**src/rtl/dbintc_pkg.sv**
```systemverilog
package dbintc_pkg;
  localparam int REG_FIELD_W = 2;

  typedef enum logic [REG_FIELD_W-1:0] {
    RSEL_PENDING = 2'd0,
    RSEL_ENABLE  = 2'd1,
    RSEL_ENCLR   = 2'd2,
    RSEL_UNUSED  = 2'd3
  } reg_sel_e;

  typedef struct packed {
    logic rd_clr;
    logic mask_wr;
    logic mask_clr;
  } bank_ctl_t;
endpackage

```
**src/rtl/dbintc_bank.sv**
```systemverilog
module dbintc_bank #(
  parameter int DATA_W = 32
) (
  input  logic                 clk,
  input  logic                 rst,
  input  logic [DATA_W-1:0]    src,
  input  dbintc_pkg::bank_ctl_t ctl,
  input  logic [DATA_W-1:0]    wdata,
  output logic [DATA_W-1:0]    pending,
  output logic [DATA_W-1:0]    mask
);
  logic [DATA_W-1:0] pend_base;

  // Incoming pulses are ORed after the clear, so they win over it.
  assign pend_base = ctl.rd_clr ? '0 : pending;

  always_ff @(posedge clk) begin
    if (rst) begin
      pending <= '0;
    end else begin
      pending <= pend_base | src;
    end
  end

  always_ff @(posedge clk) begin
    if (rst) begin
      mask <= '0;
    end else if (ctl.mask_wr) begin
      mask <= wdata;
    end else if (ctl.mask_clr) begin
      mask <= mask & ~wdata;
    end
  end

  // every pulsed bit is pending after the edge, even under a clear
  p_src_sets_r6: assert property (@(posedge clk) disable iff (rst)
    (|src) |=> ((pending & $past(src)) == $past(src)));

  // a clear with no new pulse empties the bank
  p_clear_empties_r5: assert property (@(posedge clk) disable iff (rst)
    (ctl.rd_clr && src == '0) |=> (pending == '0));

  // without a clear, no pending bit falls
  p_sticky_r2: assert property (@(posedge clk) disable iff (rst)
    !ctl.rd_clr |=> ((pending & $past(pending)) == $past(pending)));

  // bits named by an enable-clear are gone afterwards
  p_enclr_r8: assert property (@(posedge clk) disable iff (rst)
    (ctl.mask_clr && !ctl.mask_wr) |=> ((mask & $past(wdata)) == '0));

  // mask holds when neither mask command is given
  p_mask_hold_r9: assert property (@(posedge clk) disable iff (rst)
    (!ctl.mask_clr && !ctl.mask_wr) |=> $stable(mask));
endmodule

```
**src/rtl/dbintc_req.sv**
```systemverilog
module dbintc_req #(
  parameter int DATA_W    = 32,
  parameter int NUM_BANKS = 2,
  parameter int FAST_BIT  = 0,
  parameter int NORM_LO   = 1,
  parameter int NORM_HI   = 15
) (
  input  logic                          clk,
  input  logic                          rst,
  input  logic [NUM_BANKS*DATA_W-1:0]   masked_flat,
  output logic                          fiq_n,
  output logic                          irq_n
);
  logic [DATA_W-1:0] combined;
  logic [DATA_W-1:0] norm_sel;

  always_comb begin
    combined = '0;
    for (int b = 0; b < NUM_BANKS; b++) begin
      combined = combined | masked_flat[b*DATA_W +: DATA_W];
    end
  end

  always_comb begin
    norm_sel = '0;
    for (int i = NORM_LO; i <= NORM_HI; i++) begin
      norm_sel[i] = 1'b1;
    end
  end

  always_ff @(posedge clk) begin
    if (rst) begin
      fiq_n <= 1'b1;
      irq_n <= 1'b1;
    end else begin
      fiq_n <= ~combined[FAST_BIT];
      irq_n <= ~|(combined & norm_sel);
    end
  end

  // the normal request moves only when its own bit range moved
  p_irq_range_r4: assert property (@(posedge clk) disable iff (rst)
    $stable(combined & norm_sel) |=> $stable(irq_n));

  // the fast request moves only when its bit moved
  p_fiq_bit_r3: assert property (@(posedge clk) disable iff (rst)
    $stable(combined[FAST_BIT]) |=> $stable(fiq_n));
endmodule

```
**src/rtl/dbintc_top.sv**
```systemverilog
module dbintc_top #(
  parameter int DATA_W    = 32,
  parameter int NUM_BANKS = 2,
  parameter int FAST_BIT  = 0,
  parameter int NORM_LO   = 1,
  parameter int NORM_HI   = 15,
  localparam int BANK_AW  = (NUM_BANKS > 1) ? $clog2(NUM_BANKS) : 1,
  localparam int ADDR_W   = dbintc_pkg::REG_FIELD_W + BANK_AW,
  localparam int SRC_W    = NUM_BANKS * DATA_W
) (
  input  logic              clk,
  input  logic              rst,
  input  logic [SRC_W-1:0]  src_pulse,
  input  logic              bus_en,
  input  logic              bus_we,
  input  logic [ADDR_W-1:0] bus_addr,
  input  logic [DATA_W-1:0] bus_wdata,
  output logic [DATA_W-1:0] bus_rdata,
  output logic              fiq_n,
  output logic              irq_n
);
  import dbintc_pkg::*;

  reg_sel_e           rsel;
  logic [BANK_AW-1:0] bank_idx;
  logic               rd_acc;
  logic               wr_acc;
  logic [SRC_W-1:0]   pend_flat;
  logic [SRC_W-1:0]   mask_flat;
  logic [SRC_W-1:0]   masked_flat;
  logic [DATA_W-1:0]  rd_word;

  assign rsel     = reg_sel_e'(bus_addr[REG_FIELD_W-1:0]);
  assign bank_idx = bus_addr[ADDR_W-1:REG_FIELD_W];
  assign rd_acc   = bus_en & ~bus_we;
  assign wr_acc   = bus_en & bus_we;

  for (genvar b = 0; b < NUM_BANKS; b++) begin : g_bank
    bank_ctl_t ctl;
    logic      hit;

    assign hit          = (bank_idx == BANK_AW'(b));
    assign ctl.rd_clr   = rd_acc & hit & (rsel == RSEL_PENDING);
    assign ctl.mask_wr  = wr_acc & hit & (rsel == RSEL_ENABLE);
    assign ctl.mask_clr = wr_acc & hit & (rsel == RSEL_ENCLR);

    dbintc_bank #(.DATA_W(DATA_W)) u_bank (
      .clk     (clk),
      .rst     (rst),
      .src     (src_pulse[b*DATA_W +: DATA_W]),
      .ctl     (ctl),
      .wdata   (bus_wdata),
      .pending (pend_flat[b*DATA_W +: DATA_W]),
      .mask    (mask_flat[b*DATA_W +: DATA_W])
    );

    assign masked_flat[b*DATA_W +: DATA_W] =
      pend_flat[b*DATA_W +: DATA_W] & mask_flat[b*DATA_W +: DATA_W];
  end

  always_comb begin
    rd_word = '0;
    for (int b = 0; b < NUM_BANKS; b++) begin
      if (bank_idx == BANK_AW'(b)) begin
        case (rsel)
          RSEL_PENDING: rd_word = pend_flat[b*DATA_W +: DATA_W];
          RSEL_ENABLE:  rd_word = mask_flat[b*DATA_W +: DATA_W];
          default:      rd_word = '0;
        endcase
      end
    end
  end

  always_ff @(posedge clk) begin
    if (rst) begin
      bus_rdata <= '0;
    end else begin
      bus_rdata <= rd_acc ? rd_word : '0;
    end
  end

  dbintc_req #(
    .DATA_W(DATA_W), .NUM_BANKS(NUM_BANKS), .FAST_BIT(FAST_BIT),
    .NORM_LO(NORM_LO), .NORM_HI(NORM_HI)
  ) u_req (
    .clk         (clk),
    .rst         (rst),
    .masked_flat (masked_flat),
    .fiq_n       (fiq_n),
    .irq_n       (irq_n)
  );

  // no read access, no read data
  p_rdata_idle_r11: assert property (@(posedge clk) disable iff (rst)
    !rd_acc |=> (bus_rdata == '0));

  // reset leaves the request pins inactive
  p_reset_idle_r1: assert property (@(posedge clk)
    rst |=> (fiq_n && irq_n && bus_rdata == '0));
endmodule

```
**config.mk**
```make
export PLATFORM = sky130hd
export DESIGN_NAME = dbintc_top
export DESIGN_NICKNAME = d
export VERILOG_FILES = /design/src/rtl/dbintc_pkg.sv /design/src/rtl/dbintc_bank.sv /design/src/rtl/dbintc_req.sv /design/src/rtl/dbintc_top.sv
export SDC_FILE = /design/constraint.sdc
export NUM_CORES = 1
export LEC_CHECK = 0
export BUFFER_PORTS_ARGS = -buffer_cell sky130_fd_sc_hd__buf_2
export CORE_MARGIN = 2
export CORE_UTILIZATION = 40
export CTS_CLUSTER_SIZE = 28
export DETAILED_ROUTE_END_ITERATION = 10
export PLACE_DENSITY = 0.58
export REMOVE_ABC_BUFFERS = 1
export SYNTH_ARGS = -nofsm -noshare
export SYNTH_HDL_FRONTEND = slang
export SYNTH_HIERARCHICAL = 1
export SYNTH_SLANG_ARGS = --single-unit
```
**constraint.sdc**
```tcl
create_clock -name clk -period 2.2 [get_ports clk]
set_input_delay 0.33 -clock clk [delete_from_list [all_inputs] [get_ports clk]]
set_output_delay 0.33 -clock clk [all_outputs]
set_load 0.05 [all_outputs]
```
==> results of run 1 <==
## how the worst min path moves through the flow
| stage | from | to | slack, ns |
|---|---|---|---|
| finish | src_pulse[18] | g_bank[0].u_bank/pending[18] | 0.11 |
| global route | src_pulse[26] | g_bank[0].u_bank/pending[26] | 0.09 |
| CTS | src_pulse[26] | g_bank[0].u_bank/pending[26] | 0.1 |
| detailed placement | g_bank[1].u_bank/pending[17] | g_bank[1].u_bank/pending[17] | 0.47 |
| global placement | g_bank[0].u_bank/pending[28] | g_bank[0].u_bank/pending[28] | 0.46 |
| floorplan | rst | g_bank[0].u_bank/mask[0] | 0.40 |
## power breakdown
part	switching (mW)	internal, mW
Sequential	0.0638	3.04
Combinational	0.277	0.208
Clock	1.25	1.95
Total	1.59	5.19
## per-stage QoR
stage / setup WS [ns] / power, mW
after floorplan: -1.355 / 3.382
after global placement: 0.4034 / 3.649
after detailed placement: 0.3814 / 3.655
after CTS: 0.8150 / 6.849
after global routing: 0.6621 / 7.042
final: 0.8181 / 6.780
## worst min-delay path, cell delays in order
cell and delay [ns]:
sky130_fd_sc_hd__buf_2 0.08, sky130_fd_sc_hd__a21oi_1 0.03, sky130_fd_sc_hd__nor2_1 0.06
## area by class of cell
type	count	area, um2	area share [%]
tap	220	275.3	3.385
clock inverter	14	201.4	2.477
multi-input combinational	538	3148	38.71
inverter	3	11.26	0.1385
sequential	162	3243	39.88
clock buffer	18	439.2	5.401
timing repair buffer	148	813.3	10.00
## metal layers
layer | part of all wire, % | routed length (um) | vias up
met5 | 0.074 | 13 | -
met4 | 1.0 | 178 | 2
met3 | 6.1 | 1063 | 17
met2 | 44 | 7665 | 170
met1 | 49 | 8584 | 2598
li1 | - | - | 2836
## sequential cells by signal, indices dropped and copies added (netlist names)
register and flops:
bus_rdata 32, u_req/irq_n 1, g_bank.u_bank/mask 64, g_bank.u_bank/pending 64, u_req/fiq_n 1
==> tab_implementation.tex, run 1 <==
\begin{tabular}{lr}
\hline
Metric & Value \\
\hline
\multicolumn{2}{l}{\textbf{Worst setup path}} \\
Path type of the worst setup path & in -> reg \\
Cell chain of the critical path & buf\_2, or2b\_1, nor4\_1, inv\_2, a21oi\_1, nor2\_1 \\
Register-to-register setup slack & 0.82 ns \\
Sort of element at the start of the critical path & input pin \\
Beginning of the worst register-to-register path & g\_bank[0].u\_bank/pending[6] \\
Capturing instance or port of the critical path & g\_bank[0].u\_bank/pending[30] \\
Largest stage delay on the critical path & 0.38 ns \\
Worst EP arrival & 1.67 ns \\
Cell type group with the largest total delay on the critical path & simple AND/OR/NAND/NOR gates \\
WP buf/inv & 2 \\
Worst endpoint required time & 2.49 ns \\
Slowest stage cell on the critical path & sky130\_fd\_sc\_hd\_\_inv\_2 \\
Start point of the critical path & bus\_addr[1] \\
R2r worst-path depth & 4 \\
Maximum fanout along the worst path & 32 \\
Endpoint of the lowest-slack register-to-register path & u\_req/irq\_n \\
Critical path depth & 6 \\
Capturing element type of the critical path & flip-flop \\
\multicolumn{2}{l}{\textbf{GRT}} \\
Global-route wire length before repair & 27750 um \\
Global routing's busiest layer & met2 \\
Met2 track demand over resource in global routing & 29.68\% \\
Met3 routing resource usage after global routing & 4.913\% \\
GRT overflow & 0 \\
Initial antenna violation count & 1 \\
Pin count of the biggest net entering global routing & 131 \\
Total track usage & 19.71\% \\
Met1 demand-to-capacity share in global routing & 28.04\% \\
Via count of the first global-routing pass & 5303 \\
\multicolumn{2}{l}{\textbf{Clock network}} \\
Clock slew at reported path FFs & 0.06 ns \\
CTS H-Tree Depth & 4 \\
Number of clock sinks seen by CTS & 162 \\
TritonCTS clock tree & yes \\
Worst-Skew Late Latency & 0.42 ns \\
Setup Buffers After CTS & 0 \\
Root buffer cell & sky130\_fd\_sc\_hd\_\_clkbuf\_16 \\
Number of hold buffers added after cts & 0 \\
Number of buffers added by the clock tree synthesis step & 17 \\
Count of cells resized by post-cts repair & 0 \\
Maximum number of buffers from clock root to sink & 2 \\
\multicolumn{2}{l}{\textbf{Place}} \\
Placement-stage cell area & 0.007491 mm2 \\
Buffers on Ports & 136 \\
Weighted congestion at the end of routability-driven global placement & 0.7177 \\
Placed wire-length estimate after detailed placement & 10850 um \\
Placed cell count & 1071 \\
\multicolumn{2}{l}{\textbf{Final layout}} \\
Core occupancy in the finished layout & 49.03\% \\
Leading cell type in the layout, fill and taps excluded & sky130\_fd\_sc\_hd\_\_dfxtp\_1 \\
Non-filler instance count after layout & 1103 \\
Number of filler instances in the final layout & 1638 \\
Diode count & 0 \\
Proportion of layout cells with a drive suffix above 1 & 22.76\% \\
Highest-count cells in the layout ignoring fill and taps & 162 x sky130\_fd\_sc\_hd\_\_dfxtp\_1, 134 x sky130\_fd\_sc\_hd\_\_buf\_2, 129 x sky130\_fd\_sc\_hd\_\_nand2\_1 \\
Area grow syn2layout & 19.80\% \\
Final instance area & 0.008132 mm2 \\
Total Nets Final & 973 \\
\multicolumn{2}{l}{\textbf{Die}} \\
Starting density of the core & 40.93\% \\
Count of pins on the block boundary & 137 \\
Standard cell core area & 0.01658 mm2 \\
Die boundary height & 134.3 um \\
Total Die Area & 0.01803 mm2 \\
Die Wd & 134.3 um \\
Row count & 47 \\
\multicolumn{2}{l}{\textbf{Worst hold path}} \\
Class of the worst hold path & in -> reg \\
Hold path depth & 3 \\
\multicolumn{2}{l}{\textbf{Power and ir drop}} \\
Leakage dissipation & 3.225 nW \\
Peak supply drop & 554.5 uV \\
Power per Cell Area & 833.7 mW/mm2 \\
\multicolumn{2}{l}{\textbf{Drt}} \\
DR DRC count & 0 \\
Average detailed-routed wire length per instance & 15.87 um \\
Via density per instance & 5.098 \\
Routed via count & 5623 \\
Number of nets with antenna violations after detailed routing & 0 \\
Violation count after the first detailed-routing iteration & 281 \\
Routed WL & 17510 um \\
Initial DRT Pass Iterations & 5 \\
\multicolumn{2}{l}{\textbf{Timing}} \\
Endpoints failing setup & 0 \\
Sum Neg Setup Slack & 0 ns \\
Worst Max-Slew Pin Slew & 0.7957 ns \\
Worst clock skew & 0.007311 ns \\
Final Hold Viols & 0 \\
Crit path time final & 1.382 ns \\
Setup repair after global routing missed its margin & false \\
Hold Slack & 0.1095 ns \\
Maximum clock frequency & 0.7236 GHz \\
Slew Limit Headroom & 46.87\% \\
Final cycle utilization of the critical path & 62.82\% \\
Max-slew violation total from the final report & 0 \\
\multicolumn{2}{l}{\textbf{Flow run}} \\
\# Max-Cap Violations & 0 \\
\multicolumn{2}{l}{\textbf{Yosys}} \\
Post-Syn Area & 0.006788 mm2 \\
Count of synthesis-stage warnings from yosys & 6 \\
Synthesized area per cell & 8.967 um2 \\
Gate count after technology mapping & 757 \\
\multicolumn{2}{l}{\textbf{Outcome}} \\
Status & finished, final reports clean \\
\hline
\end{tabular}
Note: power is estimated with default switching activity, not from simulation.
==> run 2: changes to the inputs <==
ABC_AREA = 1   (was default)
PLACE_DENSITY = 0.57   (was 0.58)
clock period = 1.3 ns   (was 2.2 ns; I/O delays follow)
==> run 2 against run 1 <==
  * Core utilization increased by 2.4 points
  * Final area increased by 23%
  * Setup slack got worse by 0.75 ns
  * Via count increased by 32%
  * First-iteration DRC count increased by 16%
==> tab_implementation.tex, run 2 <==
\begin{tabular}{lr}
\hline
Metric & Value \\
\hline
\multicolumn{2}{l}{\textbf{Die}} \\
Starting density of the core & 40.68\% \\
Count of pins on the block boundary & 137 \\
Total Die Area & 0.02087 mm2 \\
Die Wd & 144.5 um \\
Row count & 51 \\
Die boundary height & 144.5 um \\
Standard cell core area & 0.01940 mm2 \\
\multicolumn{2}{l}{\textbf{Drt}} \\
Number of nets with antenna violations after detailed routing & 0 \\
Routed WL & 21960 um \\
Violation count after the first detailed-routing iteration & 325 \\
Initial DRT Pass Iterations & 5 \\
Average detailed-routed wire length per instance & 13.57 um \\
Via density per instance & 4.592 \\
DR DRC count & 0 \\
Routed via count & 7430 \\
\multicolumn{2}{l}{\textbf{Clock network}} \\
Number of clock sinks seen by CTS & 162 \\
CTS H-Tree Depth & 4 \\
Maximum number of buffers from clock root to sink & 2 \\
Number of buffers added by the clock tree synthesis step & 17 \\
TritonCTS clock tree & yes \\
Clock slew at reported path FFs & 0.06 ns \\
Count of cells resized by post-cts repair & 0 \\
Root buffer cell & sky130\_fd\_sc\_hd\_\_clkbuf\_16 \\
Worst-Skew Late Latency & 0.42 ns \\
\multicolumn{2}{l}{\textbf{Worst setup path}} \\
Capturing element type of the critical path & output port \\
Cell chain of the critical path & buf\_2 \\
Cell type group with the largest total delay on the critical path & flip-flops \\
WP buf/inv & 1 \\
Register-to-register setup slack & 0.22 ns \\
Maximum fanout along the worst path & 1 \\
Path type of the worst setup path & reg -> out \\
Worst endpoint required time & 1.11 ns \\
Sort of element at the start of the critical path & flip-flop \\
Worst EP arrival & 1.04 ns \\
Largest stage delay on the critical path & 0.35 ns \\
Slowest stage cell on the critical path & sky130\_fd\_sc\_hd\_\_dfxtp\_1 \\
\multicolumn{2}{l}{\textbf{Timing}} \\
Worst Max-Slew Pin Slew & 0.4433 ns \\
Worst clock skew & 0.007750 ns \\
Slew Limit Headroom & 70.42\% \\
Maximum clock frequency & 0.8115 GHz \\
Endpoints failing setup & 0 \\
Final Hold Viols & 0 \\
Crit path time final & 1.232 ns \\
Final cycle utilization of the critical path & 94.79\% \\
Hold Slack & 0.01013 ns \\
Final setup margin & 0.06774 ns \\
Setup repair after global routing missed its margin & false \\
Max-slew violation total from the final report & 0 \\
\multicolumn{2}{l}{\textbf{Power and ir drop}} \\
Power Total & 12.40 mW \\
Peak supply drop & 909.3 uV \\
Power per Cell Area & 1244 mW/mm2 \\
Leakage dissipation & 4.754 nW \\
\multicolumn{2}{l}{\textbf{Flow run}} \\
\# Max-Cap Violations & 0 \\
\multicolumn{2}{l}{\textbf{Final layout}} \\
Leading cell type in the layout, fill and taps excluded & sky130\_fd\_sc\_hd\_\_nand2\_1 \\
Area grow syn2layout & 26.35\% \\
Final instance area & 0.009971 mm2 \\
Proportion of layout cells with a drive suffix above 1 & 20.49\% \\
Total Nets Final & 1442 \\
Highest-count cells in the layout ignoring fill and taps & 426 x sky130\_fd\_sc\_hd\_\_nand2\_1, 162 x sky130\_fd\_sc\_hd\_\_dfxtp\_1, 147 x sky130\_fd\_sc\_hd\_\_nor2\_1 \\
Core occupancy in the finished layout & 51.40\% \\
Registers with the highest flip-flop counts & g\_bank.u\_bank/mask: 64 flops, g\_bank.u\_bank/pending: 64 flops, bus\_rdata: 32 flops \\
\multicolumn{2}{l}{\textbf{Outcome}} \\
Status & finished, final reports clean \\
\multicolumn{2}{l}{\textbf{Worst hold path}} \\
Class of the worst hold path & in -> reg \\
\multicolumn{2}{l}{\textbf{GRT}} \\
GRT overflow & 0 \\
Global-route wire length before repair & 34480 um \\
Via count of the first global-routing pass & 6726 \\
Pin count of the biggest net entering global routing & 50 \\
Total track usage & 21.31\% \\
Initial antenna violation count & 2 \\
\multicolumn{2}{l}{\textbf{Yosys}} \\
Count of synthesis-stage warnings from yosys & 6 \\
Post-Syn Area & 0.007891 mm2 \\
Synthesized area per cell & 6.856 um2 \\
Gate count after technology mapping & 1151 \\
\multicolumn{2}{l}{\textbf{Place}} \\
Weighted congestion at the end of routability-driven global placement & 0.7655 \\
Buffers on Ports & 136 \\
Placed wire-length estimate after detailed placement & 14730 um \\
Placement-stage cell area & 0.008688 mm2 \\
Worst setup slack before clock tree synthesis & -0.1408 ns \\
\hline
\end{tabular}
[run 2: final timing paths]
check,start,end,depth (start not counted)
max,bus_rdata[18],bus_rdata[18],1
max reg2reg,g_bank[1].u_bank/pending[15],u_req/irq_n,6
min reg2reg,g_bank[0].u_bank/mask[31],g_bank[0].u_bank/mask[31],2
min,src_pulse[27],g_bank[0].u_bank/pending[27],3
[run 2: repair_timing]
item | 4_1_cts | 5_1_grt
endpoints found under the setup margin | 0 | 0
buffers inserted | 0 | 0
hold endpoints to repair | 61 | 0
hold buffers | 61 | 0
[run 2: stage by stage]
| step | TNS [ns] | instances |
|---|---|---|
| 3_5_place_dp | -12.32 | 1524 |
| 2_1_floorplan | -113.68 | 1080 |
| 3_3_place_gp | -11.04 | 1524 |
| 6_report | 0 | 1618 |
| 4_1_cts | 0 | 1617 |
| 5_1_grt | 0 | 1618 |
[run 2: final cells by class]
cell class	instances	area (um2)
inverter	108	425.4
sequential	162	3243
clock buffer	24	471.7
clock inverter	8	197.7
multi-input combinational	810	3607
antenna	1	2.502
fill	2013	9428
timing repair buffer	240	1692
tap	265	331.6
[run 2: metal layers]
metal	global-route usage (%)	up-vias	wire length, um
met2	35.22	148	9989
met1	27.79	3335	10550
met4	6.030	2	379
met5	0	-	8
met3	5.066	28	1029
li1	-	3917	-
[run 2: where the power goes]
| part | switching (mW) | internal [mW] |
|---|---|---|
| logic | 0.784 | 0.565 |
| registers | 0.129 | 5.18 |
| clock network | 2.03 | 3.72 |
==> run 3: changes to the inputs <==
CORE_UTILIZATION = 51   (was 40)
PLACE_DENSITY = 0.7   (was 0.57)
==> run 3 against run 2 <==
  * Via count increased by 2.9%
  * Combinational power is essentially flat
  * Core utilization is 14 points higher
  * Critical path type unchanged
==> tab_implementation.tex, run 3 (same netlist as run 2, synthesis figures left out) <==
\begin{tabular}{lr}
\hline
Metric & Value \\
\hline
\multicolumn{2}{l}{\textbf{Clock network}} \\
TritonCTS clock tree & yes \\
Worst-Skew Late Latency & 0.43 ns \\
Setup Buffers After CTS & 0 \\
Root buffer cell & sky130\_fd\_sc\_hd\_\_clkbuf\_16 \\
Maximum number of buffers from clock root to sink & 2 \\
Number of clock sinks seen by CTS & 162 \\
Clock slew at reported path FFs & 0.06 ns \\
Number of buffers added by the clock tree synthesis step & 17 \\
CTS H-Tree Depth & 4 \\
\multicolumn{2}{l}{\textbf{Place}} \\
Buffers on Ports & 136 \\
Worst setup slack before clock tree synthesis & -0.08381 ns \\
Placed wire-length estimate after detailed placement & 13860 um \\
Weighted congestion at the end of routability-driven global placement & 0.8182 \\
Placement-stage cell area & 0.008647 mm2 \\
\multicolumn{2}{l}{\textbf{Timing}} \\
Setup repair after global routing missed its margin & false \\
Final cycle utilization of the critical path & 97.23\% \\
Final setup margin & 0.03601 ns \\
Max-slew violation total from the final report & 0 \\
Final Hold Viols & 0 \\
Hold Slack & 0.006215 ns \\
Endpoints failing setup & 0 \\
Maximum clock frequency & 0.7911 GHz \\
Worst Max-Slew Pin Slew & 0.5863 ns \\
Worst clock skew & 0.007869 ns \\
Slew Limit Headroom & 60.91\% \\
Crit path time final & 1.264 ns \\
\multicolumn{2}{l}{\textbf{Worst setup path}} \\
Maximum fanout along the worst path & 1 \\
Cell type group with the largest total delay on the critical path & flip-flops \\
Largest stage delay on the critical path & 0.36 ns \\
WP buf/inv & 1 \\
Endpoint of the lowest-slack register-to-register path & u\_req/irq\_n \\
Worst endpoint required time & 1.11 ns \\
Start point of the critical path & bus\_rdata[1] \\
Capturing element type of the critical path & output port \\
Capturing instance or port of the critical path & bus\_rdata[1] \\
Register-to-register setup slack & 0.12 ns \\
Beginning of the worst register-to-register path & g\_bank[1].u\_bank/pending[15] \\
Path type of the worst setup path & reg -> out \\
Critical path depth & 1 \\
Worst EP arrival & 1.07 ns \\
Cell chain of the critical path & buf\_2 \\
Sort of element at the start of the critical path & flip-flop \\
Slowest stage cell on the critical path & sky130\_fd\_sc\_hd\_\_dfxtp\_1 \\
R2r worst-path depth & 6 \\
\multicolumn{2}{l}{\textbf{Final layout}} \\
Number of filler instances in the final layout & 1348 \\
Area grow syn2layout & 24.94\% \\
Leading cell type in the layout, fill and taps excluded & sky130\_fd\_sc\_hd\_\_nand2\_1 \\
Proportion of layout cells with a drive suffix above 1 & 20.55\% \\
Total Nets Final & 1444 \\
Registers with the highest flip-flop counts & g\_bank.u\_bank/mask: 64 flops, g\_bank.u\_bank/pending: 64 flops, bus\_rdata: 32 flops \\
Sequential cell area in the final layout & 0.003243 mm2 \\
Final instance area & 0.009859 mm2 \\
Highest-count cells in the layout ignoring fill and taps & 426 x sky130\_fd\_sc\_hd\_\_nand2\_1, 162 x sky130\_fd\_sc\_hd\_\_dfxtp\_1, 147 x sky130\_fd\_sc\_hd\_\_nor2\_1 \\
Area occupied by multi-input gates & 0.003607 mm2 \\
\multicolumn{2}{l}{\textbf{Die}} \\
Die boundary height & 128.4 um \\
Die Wd & 128.4 um \\
Total Die Area & 0.01648 mm2 \\
Row count & 45 \\
Count of pins on the block boundary & 137 \\
Standard cell core area & 0.01515 mm2 \\
Starting density of the core & 52.10\% \\
\multicolumn{2}{l}{\textbf{Power and ir drop}} \\
Leakage dissipation & 4.739 nW \\
Reg power frac & 45.3\% \\
Switch Pwr & 2.915 mW \\
Internal power & 8.797 mW \\
Peak supply drop & 976.3 uV \\
Power per Cell Area & 1188 mW/mm2 \\
Clock network fraction of design power & 43.1\% \\
Combinational share of power & 11.5\% \\
Switching share of total power & 24.89\% \\
\multicolumn{2}{l}{\textbf{GRT}} \\
Total track usage & 26.98\% \\
Pin count of the biggest net entering global routing & 52 \\
Initial antenna violation count & 4 \\
Via count of the first global-routing pass & 7314 \\
GRT overflow & 0 \\
Global-route wire length before repair & 35040 um \\
\multicolumn{2}{l}{\textbf{Flow run}} \\
\# Max-Cap Violations & 0 \\
\multicolumn{2}{l}{\textbf{Outcome}} \\
Status & finished, final reports clean \\
\multicolumn{2}{l}{\textbf{Drt}} \\
Average detailed-routed wire length per instance & 14.08 um \\
Violation count after the first detailed-routing iteration & 532 \\
Via density per instance & 4.955 \\
Routed via count & 7646 \\
Routed WL & 21720 um \\
Initial DRT Pass Iterations & 6 \\
Number of nets with antenna violations after detailed routing & 0 \\
DR DRC count & 0 \\
\multicolumn{2}{l}{\textbf{Worst hold path}} \\
Class of the worst hold path & in -> reg \\
\hline
\end{tabular}
[run 3: changes by cell type in the layout (fill, tap and decap cells not counted), sizes merged]
cell         previous run  this run
dlygate4sd3            61        62
clkbuf                 24        22
clkinv                  1         4
buf                   179       180
bufinv                  6         3
inv                   109       108
clkinvlp                0         2
diode                   1         2
[run 3: worst min path at each step]
stage               slack [ns]  depth (start not counted)           from                           end
global placement          0.40                          3   src_pulse[2]   g_bank[0].u_bank/pending[2]
CTS                    0.00008                          3  src_pulse[21]  g_bank[0].u_bank/pending[21]
finish                   0.006                          3  src_pulse[35]   g_bank[1].u_bank/pending[3]
detailed placement        0.41                          3  src_pulse[30]  g_bank[0].u_bank/pending[30]
floorplan                 0.27                          1            rst   g_bank[0].u_bank/pending[0]
global route              0.01                          3  src_pulse[35]   g_bank[1].u_bank/pending[3]
[run 3: stage by stage]
stage	cells	total power, mW	setup TNS, ns	util [%]
global placement	1448	6.573	-2.501	57.09
floorplan	1080	6.026	-113.68	-
detailed placement	1448	6.599	-3.603	57.09
finish	1543	11.71	0	65.10
CTS	1541	11.74	0	65.06
global route	1542	12.14	0	65.08
[run 3: repair_timing]
item	in CTS	in global routing
hold endpoints to repair	62	0
resized for setup	0	0
hold buffers	62	0
[run 3: power by group through the flow]
stage | logic [mW] | registers (mW) | clock network (mW)
2_1_floorplan | 0.560 | 5.47 | 0
5_1_grt | 1.50 | 5.33 | 5.31
3_3_place_gp | 1.16 | 5.41 | 0
3_5_place_dp | 1.18 | 5.41 | 0
4_1_cts | 1.33 | 5.31 | 5.09
6_report | 1.35 | 5.31 | 5.05
[run 3: tightest hold or removal path: cells and delay by family]
kind | cells | cell delay (ns)
buf+inv | 1 | 0.08
simple gates | 1 | 0.08
compound gates | 1 | 0.03
[run 3: layout make-up]
| cell class | instances | area share, % |
|---|---|---|
| diodes | 2 | 0.05076 |
| clock buffers | 22 | 4.607 |
| clock inverters | 9 | 1.345 |
| inverters | 108 | 4.315 |
| multi-input cells | 810 | 36.59 |
| flip-flops and latches | 162 | 32.89 |
| well taps | 188 | 2.386 |
| repair buffers | 242 | 17.82 |
[run 3: routing by layer]
layer	part of all wire, %	track usage (%)
met3	6.0	6.902
met1	44	33.29
met5	0.060	0
met4	1.5	8.080
met2	48	46.56
